File: src/rtl/tlb_pkg.sv
package tlb_pkg;
  typedef enum logic {
    WALK_IDLE = 1'b0,
    WALK_WAIT = 1'b1
  } walk_state_t;
endpackage

File: src/rtl/tlb_cam.sv
module tlb_cam #(
  parameter int ENTRIES = 4,
  parameter int VPN_W   = 20,
  parameter int PFN_W   = 20,
  parameter int IDX_W   = $clog2(ENTRIES)
) (
  input  logic               clk,
  input  logic               rst,
  input  logic [VPN_W-1:0]   look_vpn,
  output logic               hit,
  output logic [IDX_W-1:0]   hit_idx,
  output logic [PFN_W-1:0]   hit_pfn,
  input  logic               fill_en,
  input  logic [IDX_W-1:0]   fill_idx,
  input  logic [VPN_W-1:0]   fill_vpn,
  input  logic [PFN_W-1:0]   fill_pfn,
  input  logic               fill_wired,
  input  logic               flush,
  output logic [ENTRIES-1:0] valid_vec,
  output logic [ENTRIES-1:0] wired_vec
);
  logic [VPN_W-1:0]   vpn_q [ENTRIES];
  logic [PFN_W-1:0]   pfn_q [ENTRIES];
  logic [ENTRIES-1:0] valid_q, wired_q, match;

  for (genvar g = 0; g < ENTRIES; g++) begin : g_cmp
    assign match[g] = valid_q[g] && (vpn_q[g] == look_vpn);
  end

  always_comb begin
    hit_idx = '0;
    hit_pfn = '0;
    for (int i = 0; i < ENTRIES; i++) begin
      if (match[i]) begin
        hit_idx = IDX_W'(i);
        hit_pfn = pfn_q[i];
      end
    end
  end
  assign hit = |match;

  always_ff @(posedge clk) begin
    if (rst) begin
      valid_q <= '0;
      wired_q <= '0;
    end else begin
      if (flush) valid_q <= valid_q & wired_q;
      if (fill_en) begin
        valid_q[fill_idx] <= 1'b1;
        wired_q[fill_idx] <= fill_wired;
      end
    end
  end

  always_ff @(posedge clk) begin
    if (fill_en) begin
      vpn_q[fill_idx] <= fill_vpn;
      pfn_q[fill_idx] <= fill_pfn;
    end
  end

  assign valid_vec = valid_q;
  assign wired_vec = wired_q;


  one_match_chk: assert property (@(posedge clk) disable iff (rst)
    $onehot0(match));

  wired_valid_chk: assert property (@(posedge clk) disable iff (rst)
    (wired_q & ~valid_q) == '0);

  flush_keep_chk: assert property (@(posedge clk) disable iff (rst)
    flush && !fill_en |=> valid_q == $past(valid_q & wired_q));
endmodule

File: src/rtl/tlb_lru.sv
module tlb_lru #(
  parameter int ENTRIES = 4,
  parameter int IDX_W   = $clog2(ENTRIES)
) (
  input  logic               clk,
  input  logic               rst,
  input  logic               touch_en,
  input  logic [IDX_W-1:0]   touch_idx,
  input  logic [ENTRIES-1:0] valid_vec,
  input  logic [ENTRIES-1:0] wired_vec,
  output logic [IDX_W-1:0]   victim_idx,
  output logic               victim_ok
);
  logic [IDX_W-1:0] age_q [ENTRIES];
  logic [IDX_W-1:0] best_age;
  logic             found_free;

  always_ff @(posedge clk) begin
    if (rst) begin
      for (int i = 0; i < ENTRIES; i++) age_q[i] <= IDX_W'(i);
    end else if (touch_en) begin
      for (int i = 0; i < ENTRIES; i++) begin
        if (IDX_W'(i) == touch_idx) age_q[i] <= '0;
        else if (age_q[i] < age_q[touch_idx]) age_q[i] <= age_q[i] + 1'b1;
      end
    end
  end

  always_comb begin
    victim_idx = '0;
    victim_ok  = 1'b0;
    found_free = 1'b0;
    best_age   = '0;
    for (int i = 0; i < ENTRIES; i++) begin
      if (!valid_vec[i] && !found_free) begin
        found_free = 1'b1;
        victim_ok  = 1'b1;
        victim_idx = IDX_W'(i);
      end
    end
    if (!found_free) begin
      for (int i = 0; i < ENTRIES; i++) begin
        if (!wired_vec[i] && (!victim_ok || age_q[i] > best_age)) begin
          victim_ok  = 1'b1;
          victim_idx = IDX_W'(i);
          best_age   = age_q[i];
        end
      end
    end
  end


  victim_not_wired_chk: assert property (@(posedge clk) disable iff (rst)
    victim_ok |-> !wired_vec[victim_idx]);
endmodule

File: src/rtl/tlb_miss_fill.sv
module tlb_miss_fill #(
  parameter int VA_W    = 32,
  parameter int OFF_W   = 12,
  parameter int PFN_W   = 20,
  parameter int ENTRIES = 4,
  parameter int ADDR_W  = 32,
  parameter int DATA_W  = 32
) (
  input  logic                   clk,
  input  logic                   rst,
  input  logic                   lookup_valid,
  input  logic [VA_W-1:0]        lookup_vaddr,
  input  logic                   lookup_pin,
  output logic                   resp_valid,
  output logic                   resp_hit,
  output logic [PFN_W+OFF_W-1:0] resp_paddr,
  output logic                   busy,
  input  logic                   flush,
  input  logic                   priv_mode,
  input  logic                   ptbr_we,
  input  logic [ADDR_W-1:0]      ptbr_wdata,
  output logic                   mem_req_valid,
  output logic [ADDR_W-1:0]      mem_req_addr,
  input  logic                   mem_rsp_valid,
  input  logic [DATA_W-1:0]      mem_rsp_data
);
  import tlb_pkg::*;
  localparam int VPN_W = VA_W - OFF_W;
  localparam int IDX_W = $clog2(ENTRIES);

  walk_state_t      state_q;
  logic [ADDR_W-1:0] ptbr_q;
  logic [VPN_W-1:0] pend_vpn;
  logic [OFF_W-1:0] pend_off;
  logic             pend_pin;

  logic [VPN_W-1:0] vpn_in;
  logic [OFF_W-1:0] off_in;
  logic             accept, cam_hit, fill_en, touch_en, victim_ok;
  logic [IDX_W-1:0] hit_idx, victim_idx, touch_idx;
  logic [PFN_W-1:0] hit_pfn, rsp_pfn;
  logic [ENTRIES-1:0] valid_vec, wired_vec;
  logic             unused_rsp_bits;

  assign vpn_in  = lookup_vaddr[VA_W-1:OFF_W];
  assign off_in  = lookup_vaddr[OFF_W-1:0];
  assign accept  = lookup_valid && (state_q == WALK_IDLE);
  assign rsp_pfn = mem_rsp_data[PFN_W-1:0];
  assign unused_rsp_bits = ^mem_rsp_data[DATA_W-1:PFN_W];
  assign fill_en   = (state_q == WALK_WAIT) && mem_rsp_valid && victim_ok;
  assign touch_en  = (accept && cam_hit) || fill_en;
  assign touch_idx = fill_en ? victim_idx : hit_idx;
  assign busy      = (state_q == WALK_WAIT);

  tlb_cam #(.ENTRIES(ENTRIES), .VPN_W(VPN_W), .PFN_W(PFN_W), .IDX_W(IDX_W)) cam_i (
    .clk(clk), .rst(rst), .look_vpn(vpn_in),
    .hit(cam_hit), .hit_idx(hit_idx), .hit_pfn(hit_pfn),
    .fill_en(fill_en), .fill_idx(victim_idx), .fill_vpn(pend_vpn),
    .fill_pfn(rsp_pfn), .fill_wired(pend_pin), .flush(flush),
    .valid_vec(valid_vec), .wired_vec(wired_vec)
  );

  tlb_lru #(.ENTRIES(ENTRIES), .IDX_W(IDX_W)) lru_i (
    .clk(clk), .rst(rst), .touch_en(touch_en), .touch_idx(touch_idx),
    .valid_vec(valid_vec), .wired_vec(wired_vec),
    .victim_idx(victim_idx), .victim_ok(victim_ok)
  );

  always_ff @(posedge clk) begin
    if (rst) begin
      state_q       <= WALK_IDLE;
      ptbr_q        <= '0;
      resp_valid    <= 1'b0;
      resp_hit      <= 1'b0;
      resp_paddr    <= '0;
      mem_req_valid <= 1'b0;
      mem_req_addr  <= '0;
      pend_vpn      <= '0;
      pend_off      <= '0;
      pend_pin      <= 1'b0;
    end else begin
      resp_valid    <= 1'b0;
      mem_req_valid <= 1'b0;
      if (ptbr_we && priv_mode) ptbr_q <= ptbr_wdata;
      unique case (state_q)
        WALK_IDLE: begin
          if (accept) begin
            if (cam_hit) begin
              resp_valid <= 1'b1;
              resp_hit   <= 1'b1;
              resp_paddr <= {hit_pfn, off_in};
            end else begin
              state_q       <= WALK_WAIT;
              mem_req_valid <= 1'b1;
              mem_req_addr  <= ptbr_q + (ADDR_W'(vpn_in) << 2);
              pend_vpn      <= vpn_in;
              pend_off      <= off_in;
              pend_pin      <= lookup_pin;
            end
          end
        end
        WALK_WAIT: begin
          if (mem_rsp_valid) begin
            state_q    <= WALK_IDLE;
            resp_valid <= 1'b1;
            resp_hit   <= 1'b0;
            resp_paddr <= {rsp_pfn, pend_off};
          end
        end
        default: state_q <= WALK_IDLE;
      endcase
    end
  end


  req_busy_chk: assert property (@(posedge clk) disable iff (rst)
    mem_req_valid |-> busy);

  req_pulse_chk: assert property (@(posedge clk) disable iff (rst)
    mem_req_valid |=> !mem_req_valid);

  fill_done_chk: assert property (@(posedge clk) disable iff (rst)
    busy && mem_rsp_valid |=> resp_valid && !resp_hit && !busy);

  quiet_busy_chk: assert property (@(posedge clk) disable iff (rst)
    busy && !mem_rsp_valid |=> !resp_valid && !mem_req_valid);

  user_ptbr_chk: assert property (@(posedge clk) disable iff (rst)
    ptbr_we && !priv_mode |=> ptbr_q == $past(ptbr_q));
endmodule

File: config.mk
export PLATFORM = sky130hd
export DESIGN_NAME = tlb_miss_fill
export DESIGN_NICKNAME = d
export VERILOG_FILES = /design/src/rtl/tlb_pkg.sv /design/src/rtl/tlb_cam.sv /design/src/rtl/tlb_lru.sv /design/src/rtl/tlb_miss_fill.sv
export SDC_FILE = /design/constraint.sdc
export NUM_CORES = 1
export LEC_CHECK = 0
export BUFFER_PORTS_ARGS = -buffer_cell sky130_fd_sc_hd__buf_2
export CAP_MARGIN = 10
export CORE_MARGIN = 3
export CORE_UTILIZATION = 41
export CTS_CLUSTER_SIZE = 16
export DETAILED_ROUTE_END_ITERATION = 7
export GPL_ROUTABILITY_DRIVEN = 0
export HOLD_SLACK_MARGIN = 0.05
export MAX_ROUTING_LAYER = met4
export SKIP_LAST_GASP = 1
export SLEW_MARGIN = 20
export SYNTH_ARGS = -nofsm -noshare
export SYNTH_HDL_FRONTEND = slang
export SYNTH_SLANG_ARGS = --single-unit
File: constraint.sdc
create_clock -name clk -period 9.7 [get_ports clk]
set_clock_uncertainty 0.05 [all_clocks]
set_input_delay 0.97 -clock clk [delete_from_list [all_inputs] [get_ports clk]]
set_output_delay 0.97 -clock clk [all_outputs]
set_load 0.02 [all_outputs]
Word-level counts from Yosys, hierarchy flattened
Memory sizes are Yosys's and may differ from the RTL's.
Index checks and enable logic that the tools add are counted.
{ "totals": {"ff_bits": 141, "ram_bits": 168, "input_bits": 104, "output_inout_bits": 68, "word_cells": 196, "n_memories": 3} }
{ "memory_table": {"columns": ["memory", "depth", "width", "rd", "rd_clocked_by_memory_dff", "write_ports", "line", "source"], "rows": [
  ["cam_i.pfn_q", 4, 20, 4, 0, 1, "tlb_cam.sv:23", "logic [PFN_W-1:0] pfn_q [ENTRIES];"],
  ["cam_i.vpn_q", 4, 20, 4, 0, 1, "tlb_cam.sv:22", "logic [VPN_W-1:0] vpn_q [ENTRIES];"],
  ["lru_i.age_q", 4, 2, 5, 0, 4, "tlb_lru.sv:14", "logic [IDX_W-1:0] age_q [ENTRIES];"]
]} }
{ "op_classes": {"add_sub_neg": 5, "n_lt_le_gt_ge": 10, "n_eq_ne": 10, "muxes": 104, "bitwise": 12, "n_reduce_logical": 40} }
{ "ops": {"columns": ["operator", "n"], "rows": [
  ["$mux 32", 3],
  ["$eq 20x20->1", 4],
  ["$mux 20", 4],
  ["$mux 1", 64],
  ["$pmux 32 s2", 1],
  ["$mux 2", 24],
  ["$add 32x22->32", 1],
  ["$logic_and 1x1->1", 17],
  ["$logic_not 1->1", 13],
  ["$mux 4", 3],
  ["$add 2x1->2 const B", 4],
  ["$lt 2x2->1", 4],
  ["$or 1x1->1", 8],
  ["$gt 2x2->1", 3],
  ["$ne 2x2->1 const B", 3],
  ["$pmux 1 s2", 3],
  ["$reduce_and 3->1", 2],
  ["$logic_or 1x1->1", 5],
  ["$and 4x4->4", 1],
  ["$bwmux 4", 1],
  ["$eq 2x2->1 const A", 2],
  ["$or 4x4->4", 1],
  ["$reduce_or 4->1", 1],
  ["$lt 2x3->1 const B", 1],
  ["7 further kinds", 8]
]} }

Longest topological paths before layout
An unclocked memory read counts as a cell.
{ "depth": {"word_depth": 39, "depth_mapped": 28, "depth_no_buf": 27} }

Hierarchy
Synthesis repeated with hierarchy kept, for this count alone.
{ "unflattened": {"hier_cells": 1313, "hier_area_um2": 14361.3} }
{ "modules_own_cells": {"columns": ["mod", "n_inst", "cells_each", "area_per_inst_um2", "seq_area_each_um2"], "rows": [
  ["tlb_cam", 1, 445, 7164.4, 4964.8],
  ["tlb_miss_fill", 1, 749, 6147.1, 2662.6],
  ["tlb_lru", 1, 119, 1049.8, 240.2]
]} }

Worst setup path after synthesis
No wires, ideal clock.
{ "synth_path": {"path_type": "register -> register", "startpoint": "mem lru_i.age_q[0][0] (netlist name)", "endpoint": "reg cam_i.wired_q[3] (netlist: cam_i.wired_vec[3])", "setup_ns": 0.128, "arrival_ns": 6.997, "required_ns": 9.522, "slack_ns": 2.526, "stages_incl_launch_ff": 25, "path_buffers": 0, "period_less_slack_ns": 7.174, "cell_sequence": "edfxtp_1 > inv_1 > ha_1 > a21oi_1 > nand2_1 > ha_1 > nor2b_1 > a2bb2oi_1 > nor2_1 > nor2_1 > mux2_2 > ha_1 > a21oi_1 > o21ai_0 > o31ai_1 > nor2_1 > a21oi_1 > ha_1 > a21oi_1 > o21ai_0 > o2111ai_1 > nand3_1 > nor3_1 > mux2i_1 > nor2_1"} }
{ "synth_rtl": {"columns": ["element", "line", "source"], "rows": [
  ["from (decl)", "tlb_lru.sv:14", null],
  ["to (signal, indexed assignment)", "tlb_cam.sv:50", "wired_q[fill_idx] <= fill_wired;"],
  ["to (decl)", "tlb_cam.sv:24", "logic [ENTRIES-1:0] valid_q, wired_q, match;"]
]} }

==> impl_metrics.toml <==
[status]
status = "completed"

[setup_path]
startpoint_type = "flip-flop"
crit_slowest_cell = "a31oi_1"
cpPeakStageDelay_ns = 0.81
setup.worst_path.class = "flip-flop to flip-flop"
cp-end-kind = "flip-flop"
worst_ep_arrival_time_ns = 6.73
crit_required_ns = 9.86
crit_fanout = 11

[detailed_routing]
route.detailed.drc = 0
routed_wirelength_mm = 33.77
ant_nets = 0
vias_per_cell = 5.208
vias = 9911
firstDrtPassIters = 5
wl_per_cell_um = 17.75
drt-initial-drc-count = 553

[clocking]
clock_latency_ns = 0.51
cts.sinks = 309
cts_buffers = 34
ctsHoldBuffers = 0
cts-root-buf = "clkbuf_16"
cts_tree = "built"
cts_buffer_depth = 3
h-tree-depth = 2
post_cts_buffers = 0
clkSlewWorstSetupHoldPaths_ns = 0.07
cts.repair.resized = 0

[min_path]
min_path_type = "flip-flop to flip-flop"

[sta]
post-route-min-period_ns = 6.579
period_share_pct = 67.82
tns_ns = 0
hold_ws_ns = 0.3971
worst_pin_slew_ns = 1.100
max-slew-margin-rel_pct = 26.34
setup_violations = 0
finalHoldViolations = 0
slew_violations = 0
max_freq_ghz = 0.1520
rsz0062_at_grt = "false"

[die]
die_h_um = 189.1
row_count = 66
core_area_um2 = 32780
initial_utilization_pct = 41.94
die-area_um2 = 35770
die_w_um = 189.1
ios = 172

[global_route]
grt-ovfl-total = 0
grt_max_degree = 87
grt_pass1_wl_mm = 54.12
grt_pass1_vias = 9890
antenna_found_initial = 2
track_usage_pct = 19.28

[synth]
synth_area_leaders = "edfxtp_1 37%, dfxtp_1 21%, nand2_1 6.2%"
synth_edf_count = 168
synth_area_um2 = 13750
synth_nets = 1445
synth_top_area_share_pct = 36.69
synth_warnings = 0
synth_cell_types = 63
synth_ff_type = "edfxtp_1"
syn_area_per_cell_um2 = 10.47
synth_seq_cells = 309
postSynth.asyncResetShare_pct = 0
netlist_instances = 1313
yosysSeqAreaShare_pct = 57.22
synth_top_cells_by_count = "226 x nand2_1, 168 x edfxtp_1, 141 x dfxtp_1"
synth_area_leader_cell = "edfxtp_1"
synth.most_common_cell = "nand2_1"

[placement]
portBuffers = 159
hpwl_mm = 22.08
place_inst = 1839

[final_layout]
final-instance-count-excl-fill = 1903
syn_to_final_growth_pct = 16.13
fin_nets = 1565
drive_gt1_share_pct = 17.96

[power]
p_leak_nw = 6.004
cellPowerDensity_nw_per_um2 = 185.9
irDropWorstVdd_uv = 120.4

[job]
maxCapViolCount = 0
## flip-flops by register name, indices dropped and copies added, names as in the netlist, 4 cells and up
signal           count
cam_i.valid_vec      4
cam_i.wired_vec      4
pend_off            12
lru_i.age_q          8
resp_paddr          32
pend_vpn            20
ptbr_q              32
cam_i.vpn_q         80
mem_req_addr        32
cam_i.pfn_q         80
## worst max-delay path, delay by kind of cell (launching register included)
family,cells,cell delay [ns]
buf+inv,1,0.11
simple gates,8,1.34
fa+ha+maj,4,1.09
mux,2,0.64
flops,1,0.38
compound gates,12,2.67
## path summary, 6_finish.rpt
check,to,startpoint,slack [ns],depth (start not counted)
max,lru_i.age_q[3][1]$_DFFE_PP_,lru_i.age_q[0][0]$_SDFFCE_PN0P_,3.12,27
max reg2reg,lru_i.age_q[3][1]$_DFFE_PP_,lru_i.age_q[0][0]$_SDFFCE_PN0P_,3.12,27
min reg2reg,resp_paddr[18]$_SDFFE_PP0P_,resp_paddr[18]$_SDFFE_PP0P_,0.40,2
min,resp_paddr[18]$_SDFFE_PP0P_,resp_paddr[18]$_SDFFE_PP0P_,0.40,2
## layout make-up
| type | instances | area [µm²] |
|---|---|---|
| fill | 3022 | 16820 |
| sequential | 309 | 7869 |
| multi-input combinational | 898 | 5485 |
| clock buffer | 41 | 918.4 |
| timing repair buffer | 172 | 895.9 |
| tap | 442 | 553.0 |
| clock inverter | 21 | 173.9 |
| inverter | 18 | 67.56 |
| antenna | 2 | 5.005 |
## layer usage
metal,vias up,routed length (µm),GRT usage (%)
li1,4921,-,-
met5,-,0,-
met4,0,704,4.555
met3,47,1633,3.296
met1,4741,15480,25.42
met2,202,15950,31.32
## cell families (layout without fill, tap and decap cells)
group           Yosys count  after routing  share of synthesized area [%]
compound gates          271            271                          12.61
flops                   309            309                          57.22
fa+ha+maj                30             30                          2.748
buf+inv                 106            252                          3.048
other cells               0              2                              0
simple gates            468            468                          15.87
xor+xnor                104            104                          6.625
mux                      25             25                          1.875
## stage by stage
step / power, mW / setup WS, ns / area, µm² / utilization (%)
finish: 2.968 / 3.121 / 15970 / 48.71
global route: 3.083 / 2.461 / 15970 / 48.71
CTS: 3.004 / 3.180 / 15960 / 48.69
detailed placement: 1.741 / 3.178 / 14870 / 45.36
global placement: 1.738 / 3.264 / 14870 / 45.35
floorplan: 1.650 / 2.526 / 13750 / -
## placed cells by master, fill, tap and decap left out, types with 17 or more instances in the layout
cell and n:
nand2_1 223, edfxtp_1 168, buf_2 158, dfxtp_1 140, a21oi_1 133, nor2_1 77, xnor2_1 53, xor2_1 51
nand3_1 38, clkbuf_16 35, nand2b_1 27, a211oi_1 27, ha_1 27, a211o_1 24, mux2i_1 22, or3b_2 20
a311oi_1 20, inv_1 17, o21ai_0 17
## power breakdown
part | switching (mW) | leakage (nW) | internal (mW)
combinational | 0.171 | 2.79 | 0.0995
clock | 0.522 | 0.530 | 0.733
sequential | 0.0238 | 2.68 | 1.42
total | 0.717 | 6.00 | 2.25
Power figures use the tool's default switching activity.
